### src/rtl/sgw_pkg.sv
package sgw_pkg;
   localparam int WORD_W      = 32;
   localparam int LEN_FIELD_W = 23;
   localparam int CTL_EOF_BIT = 26;
   localparam int CTL_SOF_BIT = 27;
   localparam int STS_DONE_BIT = 31;
   localparam logic [4:0] OFF_STATUS = 5'h1C;

   typedef enum logic [2:0] {
      W_WAIT, W_RDREQ, W_RDRSP, W_CHECK, W_XFER, W_WBREQ, W_WBRSP, W_NEXT
   } walk_st_t;

   // byte offset of fetch step idx; wide variant also reads upper pointer words
   function automatic logic [4:0] fetch_off(input logic wide, input logic [2:0] idx);
      logic [4:0] r;
      if (wide) begin
         case (idx)
            3'd0: r = 5'h00;
            3'd1: r = 5'h04;
            3'd2: r = 5'h08;
            3'd3: r = 5'h0C;
            3'd4: r = 5'h18;
            default: r = 5'h1C;
         endcase
      end else begin
         case (idx)
            3'd0: r = 5'h00;
            3'd1: r = 5'h08;
            3'd2: r = 5'h18;
            default: r = 5'h1C;
         endcase
      end
      return r;
   endfunction
endpackage

### src/rtl/sgw_chan_regs.sv
module sgw_chan_regs #(
   parameter int ADDR_W = 32
) (
   input  logic              clk,
   input  logic              rst_n,
   input  logic              ctl_wr,
   input  logic              ctl_run,
   input  logic              ctl_reset,
   input  logic              ctl_rd,
   input  logic              cur_wr,
   input  logic              tail_wr,
   input  logic [ADDR_W-1:0] ptr_wdata,
   input  logic              ev_adv,
   input  logic              ev_idle,
   input  logic              ev_halt,
   input  logic [ADDR_W-1:0] nxt_ptr,
   output logic              run_q,
   output logic              rst_flag,
   output logic              halted,
   output logic              idle,
   output logic              go,
   output logic [ADDR_W-1:0] cur_ptr,
   output logic [ADDR_W-1:0] tail_ptr
);
   logic armed;

   always_ff @(posedge clk or negedge rst_n) begin
      if (!rst_n) begin
         run_q    <= 1'b0;
         rst_flag <= 1'b0;
         halted   <= 1'b1;
         idle     <= 1'b0;
         armed    <= 1'b0;
         cur_ptr  <= '0;
         tail_ptr <= '0;
      end else if (rst_flag || (ctl_wr && ctl_reset)) begin
         run_q    <= 1'b0;
         halted   <= 1'b1;
         idle     <= 1'b0;
         armed    <= 1'b0;
         cur_ptr  <= '0;
         tail_ptr <= '0;
         if (!rst_flag)   rst_flag <= 1'b1;
         else if (ctl_rd) rst_flag <= 1'b0;
      end else begin
         if (ctl_wr) begin
            run_q <= ctl_run;
            if (ctl_run) begin
               halted <= 1'b0;
               idle   <= 1'b0;
            end
         end
         if (tail_wr) begin
            tail_ptr <= ptr_wdata;
            idle     <= 1'b0;
            if (run_q) armed <= 1'b1;
         end
         if (cur_wr) cur_ptr <= ptr_wdata;
         if (ev_adv) cur_ptr <= nxt_ptr;
         if (ev_idle) begin
            idle  <= 1'b1;
            armed <= 1'b0;
         end
         if (ev_halt) begin
            halted <= 1'b1;
            armed  <= 1'b0;
         end
      end
   end

   assign go = armed && run_q && !idle && !halted && !rst_flag;


   rst_hold_chk: assert property (@(posedge clk) disable iff (!rst_n)
      rst_flag |-> (halted && !run_q && !idle && cur_ptr == '0));

   run_clear_chk: assert property (@(posedge clk) disable iff (!rst_n)
      (ctl_wr && ctl_run && !ctl_reset && !rst_flag && !ev_halt && !ev_idle)
      |=> (!halted && !idle));
endmodule

### src/rtl/sgw_walker.sv
module sgw_walker
   import sgw_pkg::*;
#(
   parameter int ADDR_W = 32,
   parameter int LEN_W  = 23
) (
   input  logic              clk,
   input  logic              rst_n,
   input  logic              go,
   input  logic [ADDR_W-1:0] cur_ptr,
   input  logic [ADDR_W-1:0] tail_ptr,
   output logic              mem_req_valid,
   input  logic              mem_req_ready,
   output logic              mem_req_write,
   output logic [ADDR_W-1:0] mem_req_addr,
   output logic [WORD_W-1:0] mem_req_wdata,
   input  logic              mem_rsp_valid,
   input  logic [WORD_W-1:0] mem_rsp_rdata,
   output logic              xfer_valid,
   input  logic              xfer_ready,
   output logic [ADDR_W-1:0] xfer_addr,
   output logic [LEN_W-1:0]  xfer_len,
   output logic              xfer_sof,
   output logic              xfer_eof,
   output logic              pkt_done,
   output logic              ev_adv,
   output logic              ev_idle,
   output logic              ev_halt,
   output logic [ADDR_W-1:0] nxt_ptr
);
   localparam bit WIDE  = (ADDR_W > WORD_W);
   localparam int NW    = WIDE ? 6 : 4;
   localparam int IDX_W = 3;

   walk_st_t          st;
   logic [IDX_W-1:0]  fidx;
   logic [ADDR_W-1:0] base;
   logic [WORD_W-1:0] fw [NW];
   logic [WORD_W-1:0] d_ctl, d_sts;
   logic [ADDR_W-1:0] d_buf;

   generate
      if (WIDE) begin : g_wide
         logic [2*WORD_W-1:0] n64, b64;
         assign n64     = {fw[1], fw[0]};
         assign b64     = {fw[3], fw[2]};
         assign nxt_ptr = n64[ADDR_W-1:0];
         assign d_buf   = b64[ADDR_W-1:0];
         assign d_ctl   = fw[4];
         assign d_sts   = fw[5];
      end else begin : g_narrow
         assign nxt_ptr = fw[0][ADDR_W-1:0];
         assign d_buf   = fw[1][ADDR_W-1:0];
         assign d_ctl   = fw[2];
         assign d_sts   = fw[3];
      end
   endgenerate

   always_ff @(posedge clk or negedge rst_n) begin
      if (!rst_n) begin
         st       <= W_WAIT;
         fidx     <= '0;
         base     <= '0;
         pkt_done <= 1'b0;
         for (int i = 0; i < NW; i++) fw[i] <= '0;
      end else begin
         pkt_done <= 1'b0;
         case (st)
            W_WAIT: if (go) begin
               base <= cur_ptr;
               fidx <= '0;
               st   <= W_RDREQ;
            end
            W_RDREQ: if (mem_req_ready) st <= W_RDRSP;
            W_RDRSP: if (mem_rsp_valid) begin
               fw[fidx] <= mem_rsp_rdata;
               if (fidx == IDX_W'(NW - 1)) st <= W_CHECK;
               else begin
                  fidx <= fidx + 1'b1;
                  st   <= W_RDREQ;
               end
            end
            W_CHECK: st <= d_sts[STS_DONE_BIT] ? W_WAIT : W_XFER;
            W_XFER: if (xfer_ready) begin
               pkt_done <= d_ctl[CTL_EOF_BIT];
               st       <= W_WBREQ;
            end
            W_WBREQ: if (mem_req_ready) st <= W_WBRSP;
            W_WBRSP: if (mem_rsp_valid) st <= W_NEXT;
            default: st <= W_WAIT;
         endcase
      end
   end

   always_comb begin
      mem_req_valid = (st == W_RDREQ) || (st == W_WBREQ);
      mem_req_write = (st == W_WBREQ);
      mem_req_addr  = base + ADDR_W'((st == W_WBREQ) ? OFF_STATUS : fetch_off(WIDE, fidx));
      mem_req_wdata = {1'b1, {(WORD_W - 1 - LEN_FIELD_W){1'b0}}, d_ctl[LEN_FIELD_W-1:0]};
   end

   assign xfer_valid = (st == W_XFER);
   assign xfer_addr  = d_buf;
   assign xfer_len   = d_ctl[LEN_W-1:0];
   assign xfer_sof   = d_ctl[CTL_SOF_BIT];
   assign xfer_eof   = d_ctl[CTL_EOF_BIT];
   assign ev_halt    = (st == W_CHECK) && d_sts[STS_DONE_BIT];
   assign ev_adv     = (st == W_NEXT);
   assign ev_idle    = ev_adv && (base == tail_ptr);


   req_hold_chk: assert property (@(posedge clk) disable iff (!rst_n)
      (mem_req_valid && !mem_req_ready) |=>
      (mem_req_valid && $stable(mem_req_addr) && $stable(mem_req_write) && $stable(mem_req_wdata)));

   one_out_chk: assert property (@(posedge clk) disable iff (!rst_n)
      mem_rsp_valid |-> !mem_req_valid);

   xfer_hold_chk: assert property (@(posedge clk) disable iff (!rst_n)
      (xfer_valid && !xfer_ready) |=> (xfer_valid && $stable(xfer_addr) && $stable(xfer_len)));

   pkt_pulse_chk: assert property (@(posedge clk) disable iff (!rst_n)
      pkt_done |-> $past(xfer_valid && xfer_ready && xfer_eof));

   wb_mark_chk: assert property (@(posedge clk) disable iff (!rst_n)
      (mem_req_valid && mem_req_write) |-> mem_req_wdata[STS_DONE_BIT]);
endmodule

### src/rtl/sg_chain_walker.sv
module sg_chain_walker #(
   parameter int ADDR_W = 32,
   parameter int LEN_W  = 23
) (
   input  logic              clk,
   input  logic              rst_n,
   input  logic              ctl_wr,
   input  logic              ctl_run,
   input  logic              ctl_reset,
   input  logic              ctl_rd,
   input  logic              cur_wr,
   input  logic              tail_wr,
   input  logic [ADDR_W-1:0] ptr_wdata,
   output logic [ADDR_W-1:0] cur_ptr,
   output logic              run_q,
   output logic              rst_flag,
   output logic              halted,
   output logic              idle,
   output logic              mem_req_valid,
   input  logic              mem_req_ready,
   output logic              mem_req_write,
   output logic [ADDR_W-1:0] mem_req_addr,
   output logic [31:0]       mem_req_wdata,
   input  logic              mem_rsp_valid,
   input  logic [31:0]       mem_rsp_rdata,
   output logic              xfer_valid,
   input  logic              xfer_ready,
   output logic [ADDR_W-1:0] xfer_addr,
   output logic [LEN_W-1:0]  xfer_len,
   output logic              xfer_sof,
   output logic              xfer_eof,
   output logic              pkt_done
);
   generate
      if (ADDR_W < 8 || ADDR_W > 64) begin : g_bad_addr_w
         $error("sg_chain_walker: ADDR_W must lie in 8..64");
      end
      if (LEN_W < 1 || LEN_W > sgw_pkg::LEN_FIELD_W) begin : g_bad_len_w
         $error("sg_chain_walker: LEN_W must lie in 1..23");
      end
   endgenerate

   logic              go, ev_adv, ev_idle, ev_halt;
   logic [ADDR_W-1:0] tail_ptr, nxt_ptr;

   sgw_chan_regs #(.ADDR_W(ADDR_W)) u_regs (
      .clk(clk), .rst_n(rst_n),
      .ctl_wr(ctl_wr), .ctl_run(ctl_run), .ctl_reset(ctl_reset), .ctl_rd(ctl_rd),
      .cur_wr(cur_wr), .tail_wr(tail_wr), .ptr_wdata(ptr_wdata),
      .ev_adv(ev_adv), .ev_idle(ev_idle), .ev_halt(ev_halt), .nxt_ptr(nxt_ptr),
      .run_q(run_q), .rst_flag(rst_flag), .halted(halted), .idle(idle), .go(go),
      .cur_ptr(cur_ptr), .tail_ptr(tail_ptr)
   );

   sgw_walker #(.ADDR_W(ADDR_W), .LEN_W(LEN_W)) u_walk (
      .clk(clk), .rst_n(rst_n), .go(go), .cur_ptr(cur_ptr), .tail_ptr(tail_ptr),
      .mem_req_valid(mem_req_valid), .mem_req_ready(mem_req_ready),
      .mem_req_write(mem_req_write), .mem_req_addr(mem_req_addr),
      .mem_req_wdata(mem_req_wdata), .mem_rsp_valid(mem_rsp_valid),
      .mem_rsp_rdata(mem_rsp_rdata),
      .xfer_valid(xfer_valid), .xfer_ready(xfer_ready), .xfer_addr(xfer_addr),
      .xfer_len(xfer_len), .xfer_sof(xfer_sof), .xfer_eof(xfer_eof),
      .pkt_done(pkt_done),
      .ev_adv(ev_adv), .ev_idle(ev_idle), .ev_halt(ev_halt), .nxt_ptr(nxt_ptr)
   );
endmodule

### config.mk
export PLATFORM = sky130hd
export DESIGN_NAME = sg_chain_walker
export DESIGN_NICKNAME = d
export VERILOG_FILES = /design/src/rtl/sgw_pkg.sv /design/src/rtl/sgw_chan_regs.sv /design/src/rtl/sgw_walker.sv /design/src/rtl/sg_chain_walker.sv
export SDC_FILE = /design/constraint.sdc
export NUM_CORES = 1
export LEC_CHECK = 0
export ABC_AREA = 1
export BUFFER_PORTS_ARGS = -buffer_cell sky130_fd_sc_hd__clkbuf_2
export CORE_UTILIZATION = 50
export DETAILED_ROUTE_END_ITERATION = 10
export GPL_ROUTABILITY_DRIVEN = 0
export PLACE_DENSITY = 0.81
export SYNTH_ARGS = -nofsm -noshare
export SYNTH_HDL_FRONTEND = slang
export SYNTH_HIERARCHICAL = 1
export SYNTH_SLANG_ARGS = --single-unit
### constraint.sdc
create_clock -name clk -period 7.6 [get_ports clk]
set_input_delay 2.28 -clock clk [delete_from_list [all_inputs] [get_ports clk]]
set_output_delay 2.28 -clock clk [all_outputs]
set_load 0.005 [all_outputs]
==> metrics.yaml, run 1 <==
outcome:
  outcome: "completed"
sta:
  finalSetupViolations: 0
  drv_slew: 0
  period_share_pct: 71.8
  finalSetupTns_ns: 0
  maxSlewHeadroom_pct: 32.6
  hold_viol_final: 0
  period_needed_ns: 5.46
  fmax_ghz: 0.183
  max_slew.worst_pin.slew_ns: 1.01
  rsz0062_at_grt: "no"
  fin_worst_skew_ns: 0.0106
detailed_routing:
  routed_via_density: 5.11
  drtIter0Drc: 704
  drcViolationCount: 0
  vias: 8349
  dr.pass1.iters: 5
  wirelength_mm: 26.6
  wl_per_cell_um: 16.3
  ant_nets: 0
synth:
  ys_ff_latch: 198
  synth.distinct_cells: 38
  synthSimpleGateAreaFrac_pct: 22.9
  synth_ff_type: "dfrtp_1"
  yosysTopAreaCellShare_pct: 48.4
  yosys.area_share.adder_pct: 1.30
  syn_inst: 1176
  synth-edff-count: 0
  synth_top_cell_by_area: "dfrtp_1"
  synthXorXnorAreaFrac_pct: 2.41
  syn_area_mm2: 0.0102
  async_flop_share_pct: 100
  synth_top_family_by_area: "simple AND/OR/NAND/NOR gates"
  yosysSeqAreaShare_pct: 48.6
  synthMuxAreaShare_pct: 10.8
  synth_warnings: 6
  synth_area_per_cell_um2: 8.66
  synth.area.top_cells: "dfrtp_1 48%, nand2_1 14%, mux2_2 10%, nor2_1 4.7%, inv_1 4.2%"
  synth_compound_area_share_pct: 3.72
global_routing:
  top_usage_layer: "met2"
  grtUsageMet1_pct: 36.2
  grt_max_degree: 99
  grt_overflow: 0
  antenna_found_initial: 1
  grt_pass1_vias: 7877
  gr-usage-met3_pct: 5.23
  track_usage_pct: 26.3
  grt_pass1_wl_mm: 41.7
  met2_usage_pct: 40.9
worst_hold_path:
  min_path_type: "register to register"
  hp-start: "u_regs/halted"
  holdPathStages: 2
  hold_end: "u_regs/halted"
floorplan:
  start_util_pct: 51.7
  dieHeight_um: 145
  die_area_mm2: 0.0210
  dieWidth_um: 145
  core_region_area_mm2: 0.0197
  io_pins: 236
  rows: 51
power_and_ir_drop:
  power.leakage_nw: 6.37
  irDropWorstVdd_mv: 0.175
  powerDensity_mw_per_mm2: 279
setup_path:
  crit_fanout: 5
  ff2ff_path_depth: 9
  rrSetupSlack_ns: 4.92
  worstPathRequired_ns: 5.32
  worst-setup-path-type: "register to output pin"
  reg2reg_to: "u_regs/armed"
  cp-end-kind: "output pin"
  crit_arrival_ns: 3.18
  r2r-start: "u_walk/st[1]"
  worstSetupStartpointType: "register"
placed_design:
  post_dp_cell_area_mm2: 0.0111
  hpwl_mm: 19.1
  io_buffers: 226
finish:
  drive_above_1_share_pct: 27.5
  multi_input_area_mm2: 0.00424
  fin_area_mm2: 0.0117
  final_util_pct: 59.4
  area_delta_synth_final_pct: 14.9
  nFillCells: 1685
  seq_area_mm2: 0.00496
  nets: 1440
clocking:
  cts_tree: "yes"
  cts_resized: 0
  cts_buffer_depth: 2
  cts_buffers: 17
  worstSkewPairLatency_ns: 0.43
  htreeDepth: 4
  cts_hold_buffers: 0
  cts_sinks: 198
  post-cts-setup-buffers: 0
  cts_root_buf: "clkbuf_16"
  cts.clk_slew.worst_paths_ns: 0.07
flow_run:
  maxCapViolCount: 0
-- cell families after synthesis --
family                     count (synthesis)
AOI/OAI and AO/OA                         73
xor gates and xnor gates                  28
adders and majority gates                 10
buffers and inverters                    194
DFF                                      198
muxes                                     98
other                                      2
and+or+nand+nor                          573
-- per-stage QoR --
stage	total power, mW	std cells	hold slack, ns	setup slack, ns
CTS	3.29	1633	0.485	2.20
global placement	2.36	1601	0.467	2.79
floorplan	2.07	1183	0.458	3.07
global route	3.46	1633	0.498	1.82
finish	3.27	1634	0.492	2.14
detailed placement	2.41	1601	0.474	2.68
-- layer usage --
layer	wire length, um	vias to the layer above
met5	17	-
met3	2100	54
met1	11400	3910
met4	781	2
met2	12300	389
li1	-	3994
-- cells in the mapped netlist (9+ instances only) --
| library cell | count |
|---|---|
| mux2_2 | 94 |
| xor2_1 | 20 |
| dfrtp_1 | 197 |
| inv_1 | 113 |
| o21ai_0 | 9 |
| nor3_1 | 11 |
| nor2_1 | 128 |
| nand2_1 | 378 |
| buf_4 | 42 |
| a21oi_1 | 58 |
| buf_2 | 20 |
| nand3_1 | 28 |
| ha_1 | 9 |
-- cells in the final DEF, fill, tap and decap left out, drive strengths merged --
cell type	count
nand2	379
nor2	137
dfrtp	197
ha	9
nand3	29
o211ai	1
xnor2	8
diode	1
bufinv	1
xor2	20
o21ai	9
inv	122
nor2b	2
o22ai	3
nor3	12
or2	1
clkinv	5
buf	4
conb	9
fa	1
clkbuf	243
and2	3
clkinvlp	4
mux2	98
nand4	5
o2111ai	1
o311ai	1
dfstp	1
nand3b	5
a21oi	58
-- worst max-delay path, cell delays in order (launching register included) --
cell      delay [ns]
dfrtp_1         0.47
inv_1           0.09
nor2_1          0.15
inv_1           0.11
nor2_1          0.13
inv_1           0.11
o311ai_0        0.10
ha_1            0.28
fa_1            0.23
nand2_1         0.06
nand2_1         0.06
nand2_1         0.11
nor2_2          0.20
and2_0          0.32
nand2_1         0.09
nand2_1         0.07
nand2_1         0.05
clkbuf_2        0.10
-- registers in the layout (all words and copies together) (netlist names) --
register,count
u_walk/pkt_done,1
u_regs/rst_flag,1
u_walk/fidx,3
u_walk/d_sts,1
u_walk/xfer_addr,32
u_walk/st,3
u_regs/run_q,1
u_regs/idle,1
u_walk/d_ctl,25
u_regs/armed,1
u_walk/nxt_ptr,32
u_walk/base,32
u_regs/cur_ptr,32
u_regs/halted,1
u_regs/tail_ptr,32
-- worst max-delay path by stage --
stage                         startpoint          endpoint  cells past startpoint
final                       u_walk/st[0]  mem_req_addr[24]                     17
after global routing        u_walk/st[0]  mem_req_addr[18]                     16
after floorplan             u_walk/st[0]  mem_req_addr[20]                     17
after detailed placement    u_walk/st[0]  mem_req_addr[20]                     16
after CTS                   u_walk/st[0]  mem_req_addr[20]                     16
after global placement    u_walk/fidx[0]  mem_req_addr[20]                     14
-- final cells by class --
type	count	share of cell area (%)
clock inverters	15	1.24
inverters	117	3.75
diodes	1	0.0214
multi-input cells	791	36.2
clock buffers	17	3.63
flip-flops and latches	198	42.3
repair buffers	230	9.99
well taps	265	2.83
-- power by group --
part / internal, mW / switching, mW / total, mW
combinational: 0.426 / 0.444 / 0.870
clock: 0.460 / 0.418 / 0.878
sequential: 1.33 / 0.197 / 1.52
Power figures use the tool's default switching activity.
==> inputs of run 2 (changes only) <==
CORE_UTILIZATION = 49   (was 50)
PLACE_DENSITY = 0.83   (was 0.81)
clock period = 4.4 ns   (was 7.6 ns; I/O delays follow)
==> run 2 against run 1 <==
Final cell count increased by 0.31%. Die area rose by 2.0%. Register-to-register slack worse by 3.0 ns. Cell area increased by 1.1%. Clock skew decreased by 0.0057 ns. First-iteration DRC count is 8.5% higher. Combinational power is 76% higher. Global-route usage shrank 0.53 points. Sequential power increased by 73%. Sequential share of layout area is 0.42 points lower. Largest cell class unchanged.
==> metrics.yaml, run 2 (synthesis results as in run 1) <==
detailed_routing:
  dr.pass1.iters: 5  # unchanged
  drtIter0Drc: 764  # was 704
  vias: 8503  # was 8349
  routed_via_density: 5.19  # was 5.11
  wl_per_cell_um: 16.5  # was 16.3 um
  ant_nets: 0  # unchanged
  drcViolationCount: 0  # unchanged
  wirelength_mm: 27.1  # was 26.6 mm
floorplan:
  dieHeight_um: 146  # was 145 um
  rows: 52  # was 51
  die_area_mm2: 0.0214  # was 0.0210 mm2
  start_util_pct: 50.2  # was 51.7%
  dieWidth_um: 146  # was 145 um
  io_pins: 236  # unchanged
  core_region_area_mm2: 0.0203  # was 0.0197 mm2
global_routing:
  grt_pass1_vias: 8211  # was 7877
  grt_pass1_wl_mm: 43.0  # was 41.7 mm
  antenna_found_initial: 0  # was 1
  grt_overflow: 0  # unchanged
  track_usage_pct: 25.8  # was 26.3%
  grt_max_degree: 77  # was 99
sta:
  holdWs_ns: 0.492  # about the same
  period_needed_ns: 4.22
  drv_slew: 0  # unchanged
  period_share_pct: 96.0
  fmax_ghz: 0.237
  fin_worst_skew_ns: 0.00482  # was 0.0106 ns
  max_slew.worst_pin.slew_ns: 0.984  # was 1.01 ns
  rsz0062_at_grt: "no"  # unchanged
  hold_viol_final: 0  # unchanged
  finalSetupTns_ns: 0  # unchanged
  finalSetupViolations: 0  # unchanged
  maxSlewHeadroom_pct: 34.2  # was 32.6%
clocking:
  cts_tree: "yes"  # unchanged
  cts.clk_slew.worst_paths_ns: 0.07  # about the same
  post-cts-setup-buffers: 0  # unchanged
  cts_sinks: 198  # unchanged
  cts_hold_buffers: 0  # unchanged
  worstSkewPairLatency_ns: 0.42  # was 0.43 ns
  cts_buffers: 17  # unchanged
  htreeDepth: 4  # unchanged
  cts_root_buf: "clkbuf_16"  # unchanged
  cts_buffer_depth: 2  # unchanged
power_and_ir_drop:
  irDropWorstVdd_mv: 0.298  # was 0.175 mV
  power.leakage_nw: 6.41  # was 6.37 nW
  powerDensity_mw_per_mm2: 491  # was 279 mW/mm2
placed_design:
  hpwl_mm: 19.7  # was 19.1 mm
  io_buffers: 226  # unchanged
setup_path:
  worstPathRequired_ns: 3.08  # was 5.32 ns
  worst-setup-path-type: "register to output pin"  # unchanged
  worstSetupStartpointType: "register"  # unchanged
  cp-end-kind: "output pin"  # unchanged
  crit_fanout: 5  # unchanged
  crit_arrival_ns: 2.90  # was 3.18 ns
outcome:
  outcome: "completed"  # unchanged
finish:
  most-common-layout-cells: "377 x nand2_1, 225 x clkbuf_2, 195 x dfrtp_1"  # was 378 x nand2_1, 225 x clkbuf_2, 197 x dfrtp_1
  nets: 1441  # was 1440
  diodes: 0  # was 1
  area_delta_synth_final_pct: 16.1  # was 14.9%
  layout_commonest_cell: "nand2_1"  # unchanged
  drive_above_1_share_pct: 28.2  # was 27.5%
worst_hold_path:
  min_path_type: "register to register"  # unchanged
flow_run:
  maxCapViolCount: 0  # unchanged
==> run 2: cell count changes in the layout (fill, tap and decap cells not counted), sizes merged <==
cell,previous run,this run
inv,122,118
diode,1,0
clkinv,5,2
bufinv,1,3
clkbuf,243,249
clkinvlp,4,3
buf,4,5
==> run 2: worst paths after layout <==
check / start / end / slack (ns) / depth (start not counted)
worst max-delay path: u_walk/fidx[0] / mem_req_addr[18] / 0.18 / 13
worst min register to register: u_walk/nxt_ptr[27] / u_walk/nxt_ptr[27] / 0.49 / 1
worst min-delay path: u_walk/nxt_ptr[27] / u_walk/nxt_ptr[27] / 0.49 / 1
worst max register to register: u_walk/fidx[0] / u_walk/xfer_addr[16] / 1.90 / 7
min in group asynchronous: rst_n / u_walk/d_ctl[3] / 0.92 / 1
max in group asynchronous: rst_n / u_walk/nxt_ptr[12] / 2.59 / 2
==> run 2: final cells by class <==
class                           instances  area (um2)
Multi-Input combinational cell        791        4270
Timing Repair Buffer                  231        1190
Inverter                              117         439
Fill cell                            1760        8470
Sequential cell                       198        4960
Clock inverter                          9         139
Clock buffer                           23         498
Tap cell                              270         338
==> run 2: stage by stage <==
stage	instance area [um2]	std cells	total power, mW	setup slack [ns]	utilization, %
global route	11800	1639	6.10	0.00332	58.3
detailed placement	11200	1607	4.17	0.390	55.0
finish	11800	1639	5.80	0.178	58.3
CTS	11800	1639	5.83	0.00625	58.1
floorplan	10200	1183	3.57	0.827	-
global placement	11200	1607	4.08	0.547	55.0
==> run 2: worst max-delay path, stage by stage (launching register included) <==
cell,delay [ns]
dfrtp_1,0.43
inv_1,0.09
ha_1,0.26
o311ai_2,0.30
ha_2,0.26
fa_1,0.21
nand2_1,0.07
nand2_1,0.07
nand2_2,0.09
nor2_4,0.14
nand2_1,0.12
nor2_2,0.15
xor2_1,0.16
clkbuf_2,0.13
==> run 2: metal layers <==
metal	part of all wire, %	wire length [um]	up-vias	track usage [%]
li1	-	-	3980	-
met1	41	11200	4014	34.2
met2	46	12500	428	40.4
met3	8.4	2270	81	5.16
met4	4.2	1140	0	12.9
met5	0	0	-	0
==> run 2: power breakdown <==
group          switching, mW  internal (mW)  leakage, nW  total (mW)
Clock                  0.668          0.976        0.302        1.64
Sequential             0.342           2.29         2.64        2.63
Combinational          0.779          0.746         3.47        1.53
Total                   1.79           4.01         6.41        5.80
==> run 2: what timing repair did <==
| item | CTS | global route |
|---|---|---|
| resized for setup | 4 | 10 |
| endpoints found under the setup margin | 6 | 13 |
| pin swaps | 1 | 1 |
==> inputs of run 3 (changes only) <==
PLACE_DENSITY = 0.82   (was 0.83)
==> run 3 against run 2 <==
Utilization down 0.22 points. Die area did not move. Final cell count up 0.12%. Routed wire length decreased by 0.45%. Clock skew up 0.0068 ns. Critical path depth stayed put.
==> metrics.yaml, run 3 (synthesis results as in run 1) <==
finish:
  seq_area_mm2: 0.00496  # unchanged
  layout_commonest_cell: "nand2_1"  # unchanged
  nFillCells: 1744  # was 1760
  most-common-layout-cells: "377 x nand2_1, 225 x clkbuf_2, 195 x dfrtp_1"  # unchanged
  drive_above_1_share_pct: 28.1  # was 28.2%
  multi_input_area_mm2: 0.00426  # was 0.00427 mm2
  fin_area_mm2: 0.0118  # about the same
  area_delta_synth_final_pct: 15.6  # was 16.1%
  nets: 1442  # was 1441
clocking:
  cts_buffer_depth: 2  # unchanged
  cts_buffers: 17  # unchanged
  htreeDepth: 4  # unchanged
  cts_sinks: 198  # unchanged
  cts_tree: "yes"  # unchanged
  worstSkewPairLatency_ns: 0.44  # was 0.42 ns
  cts_hold_buffers: 0  # unchanged
  cts_root_buf: "clkbuf_16"  # unchanged
  cts.clk_slew.worst_paths_ns: 0.07  # about the same
  post-cts-setup-buffers: 0  # unchanged
power_and_ir_drop:
  switching_share_pct: 31.3  # was 30.8%
  irDropWorstVdd_mv: 0.279  # was 0.298 mV
  seqPwrFrac_pct: 45.8  # was 45.4%
  p_int_mw: 3.94  # was 4.01 mW
  finalPower_mw: 5.73  # was 5.80 mW
  power.leakage_nw: 6.40  # was 6.41 nW
  p_comb_share_pct: 26.5  # was 26.3%
  p_sw_mw: 1.79  # about the same
  clockPowerShare_pct: 27.7  # was 28.3%
  powerDensity_mw_per_mm2: 486  # was 491 mW/mm2
setup_path:
  worstPathRequired_ns: 3.08  # about the same
  reg2reg_to: "u_walk/xfer_addr[16]"  # unchanged
  crit_buf_inv: 2  # unchanged
  crit_fanout: 5  # unchanged
  r2r-start: "u_walk/fidx[0]"  # unchanged
  cp_common_cell: "nand2_1"  # unchanged
  cpLargestDelayFamily: "adder cells"  # unchanged
  slowest_delay_ns: 0.43  # about the same
  rrSetupSlack_ns: 1.94  # was 1.90 ns
  worst-setup-path-type: "register to output pin"  # unchanged
  cpMaxStageDelayCell: "dfrtp_1"  # unchanged
  cp-end-kind: "output pin"  # unchanged
  worstSetupStartpointType: "register"  # unchanged
  path_cells: "inv_1 -> ha_1 -> o311ai_2 -> ha_2 -> fa_1 -> nand2_1 -> nand2_1 -> nand2_2 -> nor2_4 -> nand2_1 -> nor2_1 -> xor2_1 -> clkbuf_2"  # was inv_1 -> ha_1 -> o311ai_2 -> ha_2 -> fa_1 -> nand2_1 -> nand2_1 -> nand2_2 -> nor2_4 -> nand2_1 -> nor2_2 -> xor2_1 -> clkbuf_2
  ff2ff_path_depth: 7  # unchanged
  crit_arrival_ns: 2.98  # was 2.90 ns
floorplan:
  core_region_area_mm2: 0.0203  # unchanged
  rows: 52  # unchanged
  dieWidth_um: 146  # unchanged
  start_util_pct: 50.2  # unchanged
  io_pins: 236  # unchanged
  die_area_mm2: 0.0214  # unchanged
  dieHeight_um: 146  # unchanged
global_routing:
  grt_pass1_vias: 7808  # was 8211
  antenna_found_initial: 1  # was 0
  grt_overflow: 0  # unchanged
  grt_pass1_wl_mm: 41.9  # was 43.0 mm
  track_usage_pct: 25.5  # was 25.8%
  grt_max_degree: 93  # was 77
sta:
  period_share_pct: 97.8  # was 96.0%
  fin_worst_skew_ns: 0.0116  # was 0.00482 ns
  fmax_ghz: 0.232  # was 0.237 GHz
  max_slew.worst_pin.slew_ns: 0.976  # was 0.984 ns
  period_needed_ns: 4.30  # was 4.22 ns
  maxSlewHeadroom_pct: 34.8  # was 34.2%
  finalSetupTns_ns: 0  # unchanged
  hold_viol_final: 0  # unchanged
  finalSetupViolations: 0  # unchanged
  drv_slew: 0  # unchanged
outcome:
  outcome: "completed"  # unchanged
worst_hold_path:
  min_path_type: "register to register"  # unchanged
  holdPathStages: 2  # was 1
  hp-start: "u_regs/halted"  # was u_walk/nxt_ptr[27]
  hold_end: "u_regs/halted"  # was u_walk/nxt_ptr[27]
placed_design:
  post_dp_cell_area_mm2: 0.0112  # about the same
  hpwl_mm: 19.7  # about the same
  io_buffers: 226  # unchanged
detailed_routing:
  drcViolationCount: 0  # unchanged
  ant_nets: 0  # unchanged
  routed_via_density: 5.13  # was 5.19
  wl_per_cell_um: 16.5  # about the same
  drtIter0Drc: 797  # was 764
  dr.pass1.iters: 7  # was 5
  vias: 8419  # was 8503
  wirelength_mm: 27.0  # was 27.1 mm
flow_run:
  maxCapViolCount: 0  # unchanged
[run 3: cell types whose count changed in the layout (fill, tap and decap cells not counted), sizes merged]
cell / delta
buf: +1
bufinv: -1
clkbuf: -1
clkinvlp: +1
diode: +1
inv: +1
[run 3: layer usage]
metal,share of wire [%],vias up,global-route usage [%]
met4,3.5,0,11.7
li1,-,3982,-
met5,0,-,0
met1,42,3959,34.8
met2,46,406,39.0
met3,8.6,72,5.41
[run 3: power groups by stage]
stage | sequential, mW | clock (mW) | combinational, mW
after floorplan | 2.60 | 0 | 0.974
after global placement | 2.62 | 0 | 1.45
after detailed placement | 2.65 | 0 | 1.50
after CTS | 2.62 | 1.61 | 1.52
after global routing | 2.69 | 1.68 | 1.66
final | 2.63 | 1.59 | 1.52
[run 3: worst max-delay path by stage]
| stage | from | end | slack [ns] | cells past startpoint |
|---|---|---|---|---|
| finish | u_walk/fidx[0] | mem_req_addr[18] | 0.1 | 13 |
| global route | u_walk/fidx[0] | mem_req_addr[28] | -0.05 | 14 |
| CTS | u_walk/fidx[0] | mem_req_addr[18] | 0.01 | 13 |
| detailed placement | u_walk/fidx[0] | mem_req_addr[16] | 0.42 | 12 |
| global placement | u_walk/fidx[0] | mem_req_addr[20] | 0.56 | 14 |
| floorplan | u_walk/st[0] | mem_req_addr[20] | 0.83 | 17 |
[run 3: final cells by class]
cell class	instances	area share (%)
antenna	1	0.0212
sequential	198	42.1
clock buffer	22	4.11
inverter	117	3.73
timing repair buffer	232	10.1
tap	270	2.87
multi-input combinational	791	36.1
clock inverter	10	0.998
[run 3: per-stage QoR]
stage | hold slack, ns | setup WS [ns] | utilization [%] | instances
finish | 0.486 | 0.0957 | 58.0 | 1641
floorplan | 0.458 | 0.827 | - | 1183
global placement | 0.468 | 0.558 | 54.9 | 1608
detailed placement | 0.474 | 0.419 | 54.9 | 1608
global route | 0.511 | -0.0492 | 58.0 | 1640
CTS | 0.484 | 0.00988 | 57.9 | 1640
[run 3: what timing repair did]
| action | CTS | global route |
|---|---|---|
| gates cloned | 0 | 0 |
| resized for setup | 3 | 8 |
| pin swaps | 0 | 0 |
| setup endpoints to repair | 4 | 12 |
| hold endpoints to repair | 0 | 0 |
[run 3: worst min-delay path, cell delays in order (launching register included)]
cell and delay, ns:
dfstp_2 0.38, nand2_1 0.06, nand2_1 0.04
